## config.mk

```make
export PLATFORM = sky130hd
export DESIGN_NAME = irq_upcounter
export DESIGN_NICKNAME = d
export VERILOG_FILES = /design/src/rtl/irqc_pkg.sv /design/src/rtl/irqc_decode.sv /design/src/rtl/irqc_count.sv /design/src/rtl/irqc_fsm.sv /design/src/rtl/irq_upcounter.sv
export SDC_FILE = /design/constraint.sdc
export NUM_CORES = 1
export LEC_CHECK = 0
export ABC_AREA = 1
export BUFFER_PORTS_ARGS = -buffer_cell sky130_fd_sc_hd__buf_4
export CAP_MARGIN = 40
export CORE_MARGIN = 3
export CORE_UTILIZATION = 45
export DETAILED_ROUTE_END_ITERATION = 8
export PLACE_DENSITY = 0.79
export RECOVER_POWER = 100
export SYNTH_ARGS = -nofsm -noshare
export SYNTH_HDL_FRONTEND = slang
export SYNTH_SLANG_ARGS = --single-unit
```

## constraint.sdc

```tcl
create_clock -name clk -period 1.1 [get_ports clk]
set_input_delay 0.11 -clock clk [delete_from_list [all_inputs] [get_ports clk]]
set_output_delay 0.11 -clock clk [all_outputs]
set_load 0.05 [all_outputs]
```

## src/rtl/irqc_pkg.sv

```systemverilog
package irqc_pkg;

    typedef enum logic [1:0] {
        ST_IDLE        = 2'd0,
        ST_ARMED       = 2'd1,
        ST_FIRED       = 2'd2,
        ST_FIRED_ARMED = 2'd3
    } irqc_state_e;

    localparam int SEL_W = 4;
    localparam logic [SEL_W-1:0] SEL_ACK  = 4'hD;
    localparam logic [SEL_W-1:0] SEL_LOAD_LO = 4'hE;
    localparam logic [SEL_W-1:0] SEL_LOAD_HI = 4'hF;

endpackage

```

## src/rtl/irqc_decode.sv

```systemverilog
module irqc_decode #(
    parameter int ADDR_W = 16
) (
    input  logic              wr_en,
    input  logic [ADDR_W-1:0] wr_addr,
    output logic              ld_lo,
    output logic              ld_hi,
    output logic              ack
);
    import irqc_pkg::*;

    logic             in_window;
    logic [SEL_W-1:0] sel;
    logic             unused_addr_bits;

    assign in_window        = wr_en && wr_addr[ADDR_W-1];
    assign sel              = wr_addr[SEL_W-1:0];
    assign unused_addr_bits = ^wr_addr[ADDR_W-2:SEL_W];

    always_comb begin
        ld_lo = 1'b0;
        ld_hi = 1'b0;
        ack   = 1'b0;
        if (in_window) begin
            unique case (sel)
                SEL_LOAD_LO: ld_lo = 1'b1;
                SEL_LOAD_HI: ld_hi = 1'b1;
                SEL_ACK:     ack   = 1'b1;
                default:     ;
            endcase
        end
    end
endmodule

```

## src/rtl/irqc_count.sv

```systemverilog
module irqc_count #(
    parameter int DATA_W = 8
) (
    input  logic                clk,
    input  logic                rst_n,
    input  logic                clr,
    input  logic                ld_lo,
    input  logic                ld_hi,
    input  logic                inc,
    input  logic [DATA_W-1:0]   data,
    output logic [2*DATA_W-1:0] count,
    output logic                wrap
);
    localparam int CNT_W = 2 * DATA_W;

    logic [CNT_W-1:0] cnt_q;

    always_ff @(posedge clk) begin
        if (!rst_n) begin
            cnt_q <= '0;
        end else if (clr) begin
            cnt_q <= '0;
        end else if (ld_lo) begin
            cnt_q[DATA_W-1:0] <= data;
        end else if (ld_hi) begin
            cnt_q[CNT_W-1:DATA_W] <= data;
        end else if (inc) begin
            cnt_q <= cnt_q + {{(CNT_W-1){1'b0}}, 1'b1};
        end
    end

    assign count = cnt_q;
    assign wrap  = inc && (&cnt_q);
endmodule

```

## src/rtl/irqc_fsm.sv

```systemverilog
module irqc_fsm (
    input  logic clk,
    input  logic rst_n,
    input  logic ack,
    input  logic arm,
    input  logic wrap,
    output logic armed,
    output logic pending
);
    import irqc_pkg::*;

    irqc_state_e state_q, state_d;

    always_comb begin
        state_d = state_q;
        if (ack) begin
            state_d = ST_IDLE;
        end else if (arm) begin
            unique case (state_q)
                ST_IDLE, ST_ARMED:        state_d = ST_ARMED;
                ST_FIRED, ST_FIRED_ARMED: state_d = ST_FIRED_ARMED;
                default:                  state_d = ST_IDLE;
            endcase
        end else if (wrap) begin
            state_d = ST_FIRED;
        end
    end

    always_ff @(posedge clk) begin
        if (!rst_n) state_q <= ST_IDLE;
        else        state_q <= state_d;
    end

    always_comb begin
        unique case (state_q)
            ST_IDLE:        begin armed = 1'b0; pending = 1'b0; end
            ST_ARMED:       begin armed = 1'b1; pending = 1'b0; end
            ST_FIRED:       begin armed = 1'b0; pending = 1'b1; end
            ST_FIRED_ARMED: begin armed = 1'b1; pending = 1'b1; end
            default:        begin armed = 1'b0; pending = 1'b0; end
        endcase
    end
endmodule

```

## src/rtl/irq_upcounter.sv

```systemverilog
module irq_upcounter #(
    parameter int ADDR_W = 16,
    parameter int DATA_W = 8,
    localparam int CNT_W = 2 * DATA_W
) (
    input  logic              clk,
    input  logic              rst_n,
    input  logic              cpu_tick,
    input  logic              wr_en,
    input  logic [ADDR_W-1:0] wr_addr,
    input  logic [DATA_W-1:0] wr_data,
    output logic              irq,
    output logic [CNT_W-1:0]  count_dbg
);
    logic ld_lo, ld_hi, ack;
    logic armed, pending, inc, wrap;

    irqc_decode #(.ADDR_W(ADDR_W)) u_decode (
        .wr_en   (wr_en),
        .wr_addr (wr_addr),
        .ld_lo   (ld_lo),
        .ld_hi   (ld_hi),
        .ack     (ack)
    );

    // Register writes take priority over a tick in the same clock.
    assign inc = cpu_tick && armed && !(ld_lo || ld_hi || ack);

    irqc_count #(.DATA_W(DATA_W)) u_count (
        .clk   (clk),
        .rst_n (rst_n),
        .clr   (ack),
        .ld_lo (ld_lo),
        .ld_hi (ld_hi),
        .inc   (inc),
        .data  (wr_data),
        .count (count_dbg),
        .wrap  (wrap)
    );

    irqc_fsm u_fsm (
        .clk     (clk),
        .rst_n   (rst_n),
        .ack     (ack),
        .arm     (ld_hi),
        .wrap    (wrap),
        .armed   (armed),
        .pending (pending)
    );

    assign irq = pending;
endmodule

```

==> impl_metrics.json <==
{
  "run_status": "finished, violations left",
  "violations": "negative setup slack",
  "routedWlPerCell_microns": 15.9,
  "drc": 0,
  "yosysSeqAreaShare_pct": 26.4,
  "fin_crit_sh_pct": 118,
  "synth_ff_type": "dfxtp_1",
  "p_total_mw": 1.25,
  "synth_warnings": 0,
  "finalHoldViolations": 0,
  "place_congestion": 0.858,
  "holdCritStartpoint": "wr_data[5]",
  "layout.nets": 303,
  "final_common_cell": "buf_4",
  "power_per_cell_area_mw_per_mm2": 547,
  "clk_latency_ns": 0.30,
  "grt_use_total_pct": 24.5,
  "rsz0062_at_grt": "true",
  "hold_depth": 3,
  "seqPwrFrac_pct": 51.1,
  "final_util_pct": 80.9,
  "p_switching_mw": 0.333,
  "hold-path-endpoint": "u_count.count[5]",
  "synth-edff-count": 0,
  "grt.busiest_layer": "met2",
  "setup_viol": 17,
  "gr-usage-met2_pct": 41.7,
  "dieArea_sq_mm": 0.00373,
  "drv_slew": 0,
  "final_cell_mix": "buf_4, nand2_1, inv_1",
  "crit_path_end_kind": "flop",
  "synth_seq_cells": 18,
  "arrival_ns": 1.51,
  "routed_wl_microns": 4830,
  "synthCells": 202,
  "syn_area_sq_mm": 0.00136,
  "vias": 1690,
  "die_h_microns": 61.1,
  "area_growth_pct": 67.9,
  "grt_pass1_wl_microns": 6750,
  "drt-initial-drc-count": 164,
  "use_met1_pct": 32.1,
  "synth_area_per_cell_sq_um": 6.75,
  "switching_share_pct": 26.6,
  "dp_hpwl_microns": 3000,
  "fin_ws_ns": -0.196,
  "dr.pass1.iters": 4,
  "coreArea_sq_mm": 0.00283,
  "intPower_mw": 0.918,
  "ioPinCount": 45,
  "numCtsBuffers": 3,
  "initial_core_util_pct": 48.2,
  "cp-start-kind": "flop",
  "p_leak_nw": 1.05,
  "clk_pin_slew_ns": 0.11,
  "r2r_start": "u_count.count[0]",
  "r2r_end": "u_count.count[14]",
  "tns_ns": -1.63,
  "final_area_sq_mm": 0.00229,
  "ir_drop_mv": 0.522,
  "critPathKind": "flop to flop",
  "pwr-share-comb_pct": 14.8,
  "antenna_found_initial": 0,
  "yosys.area.top_type": "dfxtp_1",
  "grt_start_max_net_pins": 11,
  "io_buffers": 33,
  "synth_top_area_share_pct": 26.4,
  "root_buffer": "clkbuf_4",
  "clkPwrFrac_pct": 34.1,
  "hp-class": "input port to flop",
  "placed_area_sq_mm": 0.00196,
  "antenna_cells": 0,
  "post_drt_via_cell_ratio": 5.56,
  "synth_fp_nets": 231,
  "fin_crit_ns": 1.30,
  "async_reset_ff_share_pct": 0,
  "drive_above_1_share_pct": 57.5,
  "die_w_microns": 61.1,
  "finClkSkew_ns": 0.00463,
  "cts_tree": "done",
  "grt_pass1_vias": 1533,
  "fmax_ghz": 0.772,
  "crit_fanout": 3,
  "use_met3_pct": 2.73,
  "slew_headroom_pct": 82.6,
  "grt_overflow": 0,
  "rows": 19,
  "antenna_left": 0,
  "maxCapViolations": 0,
  "clock_path_buffers": 2,
  "synthTopCellsByArea": "dfxtp_1, nand2_1, nand3_1",
  "yosysUniqueCellTypes": 36,
  "clock_sinks": 18,
  "reg2reg_slack_ns": -0.20,
  "reg2reg_depth": 8,
  "cp.required_ns": 1.31,
  "ctsHtreeMaxLevel": 1,
  "worst_slew_pin_slew_ns": 0.260
}
kinds of logic after synthesis:
family | Yosys count | synth area share (%)
xor gates and xnor gates | 3 | 1.93
AOI/OAI and AO/OA | 28 | 15.0
buffers and inverters | 29 | 9.63
adders and majority gates | 1 | 0.917
DFF | 18 | 26.4
and+or+nand+nor | 123 | 46.1
repair_timing:
item,4_1_cts,5_1_grt
pin swaps,20,17
setup buffers,2,3
gates resized for setup,33,29
cloned,1,1
endpoints found under the setup margin,25,26
hold buffers,0,0
final cells by class:
class                           count  area [sq um]
Clock buffer                        4          36.3
Fill cell                         178           539
Timing Repair Buffer               69           618
Sequential cell                    18           409
Tap cell                           31          38.8
Inverter                           25           106
Multi-Input combinational cell    157          1080
worst max-delay path, cell delays in order, from the launching register on:
cell	delay, ns
dfxtp_4	0.39
ha_4	0.15
nand3_4	0.10
nor2_4	0.16
nand3_2	0.10
nand2_2	0.11
nand3_2	0.08
nand2_2	0.07
a21oi_2	0.05
synth_stat cells, types with 2 or more instances:
cell type / number
a31oi_2: 2
nand2_1: 53
inv_1: 21
a21oi_1: 6
nand3_1: 23
a21oi_2: 7
o21ai_0: 4
nor2_2: 2
nand4_1: 3
inv_2: 2
nor2_4: 5
nand2_2: 7
nand2_4: 2
xor2_1: 2
o21bai_1: 3
nand3_2: 2
nor2_1: 20
a31oi_1: 2
a21o_1: 2
dfxtp_1: 18
per-stage QoR:
| step | hold WS (ns) | worst slack [ns] | std cells |
|---|---|---|---|
| after CTS | 0.0834 | -0.0922 | 300 |
| after floorplan | 0.266 | -0.182 | 202 |
| final | 0.0922 | -0.196 | 304 |
| after global routing | 0.0936 | -0.244 | 304 |
| after global placement | 0.406 | -0.106 | 293 |
| after detailed placement | 0.414 | -0.108 | 293 |
worst max path at each step:
stage               cells after the start  slack, ns        startpoint                end
floorplan                               7      -0.18  u_count.count[0]  u_count.count[15]
global placement                        6      -0.11  u_fsm.state_q[0]   u_count.count[2]
finish                                  8      -0.20  u_count.count[0]  u_count.count[14]
detailed placement                      6      -0.11  u_fsm.state_q[0]   u_count.count[2]
CTS                                     8      -0.09  u_count.count[1]  u_count.count[14]
global route                            8      -0.24  u_count.count[0]  u_count.count[14]
registers in the layout, summed over array words and instances (netlist names):
signal and flops:
u_fsm.state_q 2, u_count.count 16
power by group through the flow:
stage	clock network (mW)	logic [mW]	registers (mW)
after detailed placement	0	0.170	0.654
after global placement	0	0.168	0.654
after global routing	0.457	0.198	0.641
after CTS	0.439	0.176	0.639
after floorplan	0	0.0608	0.671
final	0.426	0.185	0.640
metal layers:
metal | up-vias | share of wire [%]
met3 | 25 | 8.0
met2 | 93 | 48
met4 | 0 | 4.5
met1 | 768 | 39
li1 | 804 | -
met5 | - | 0
Note: power is estimated with default switching activity, not from simulation.
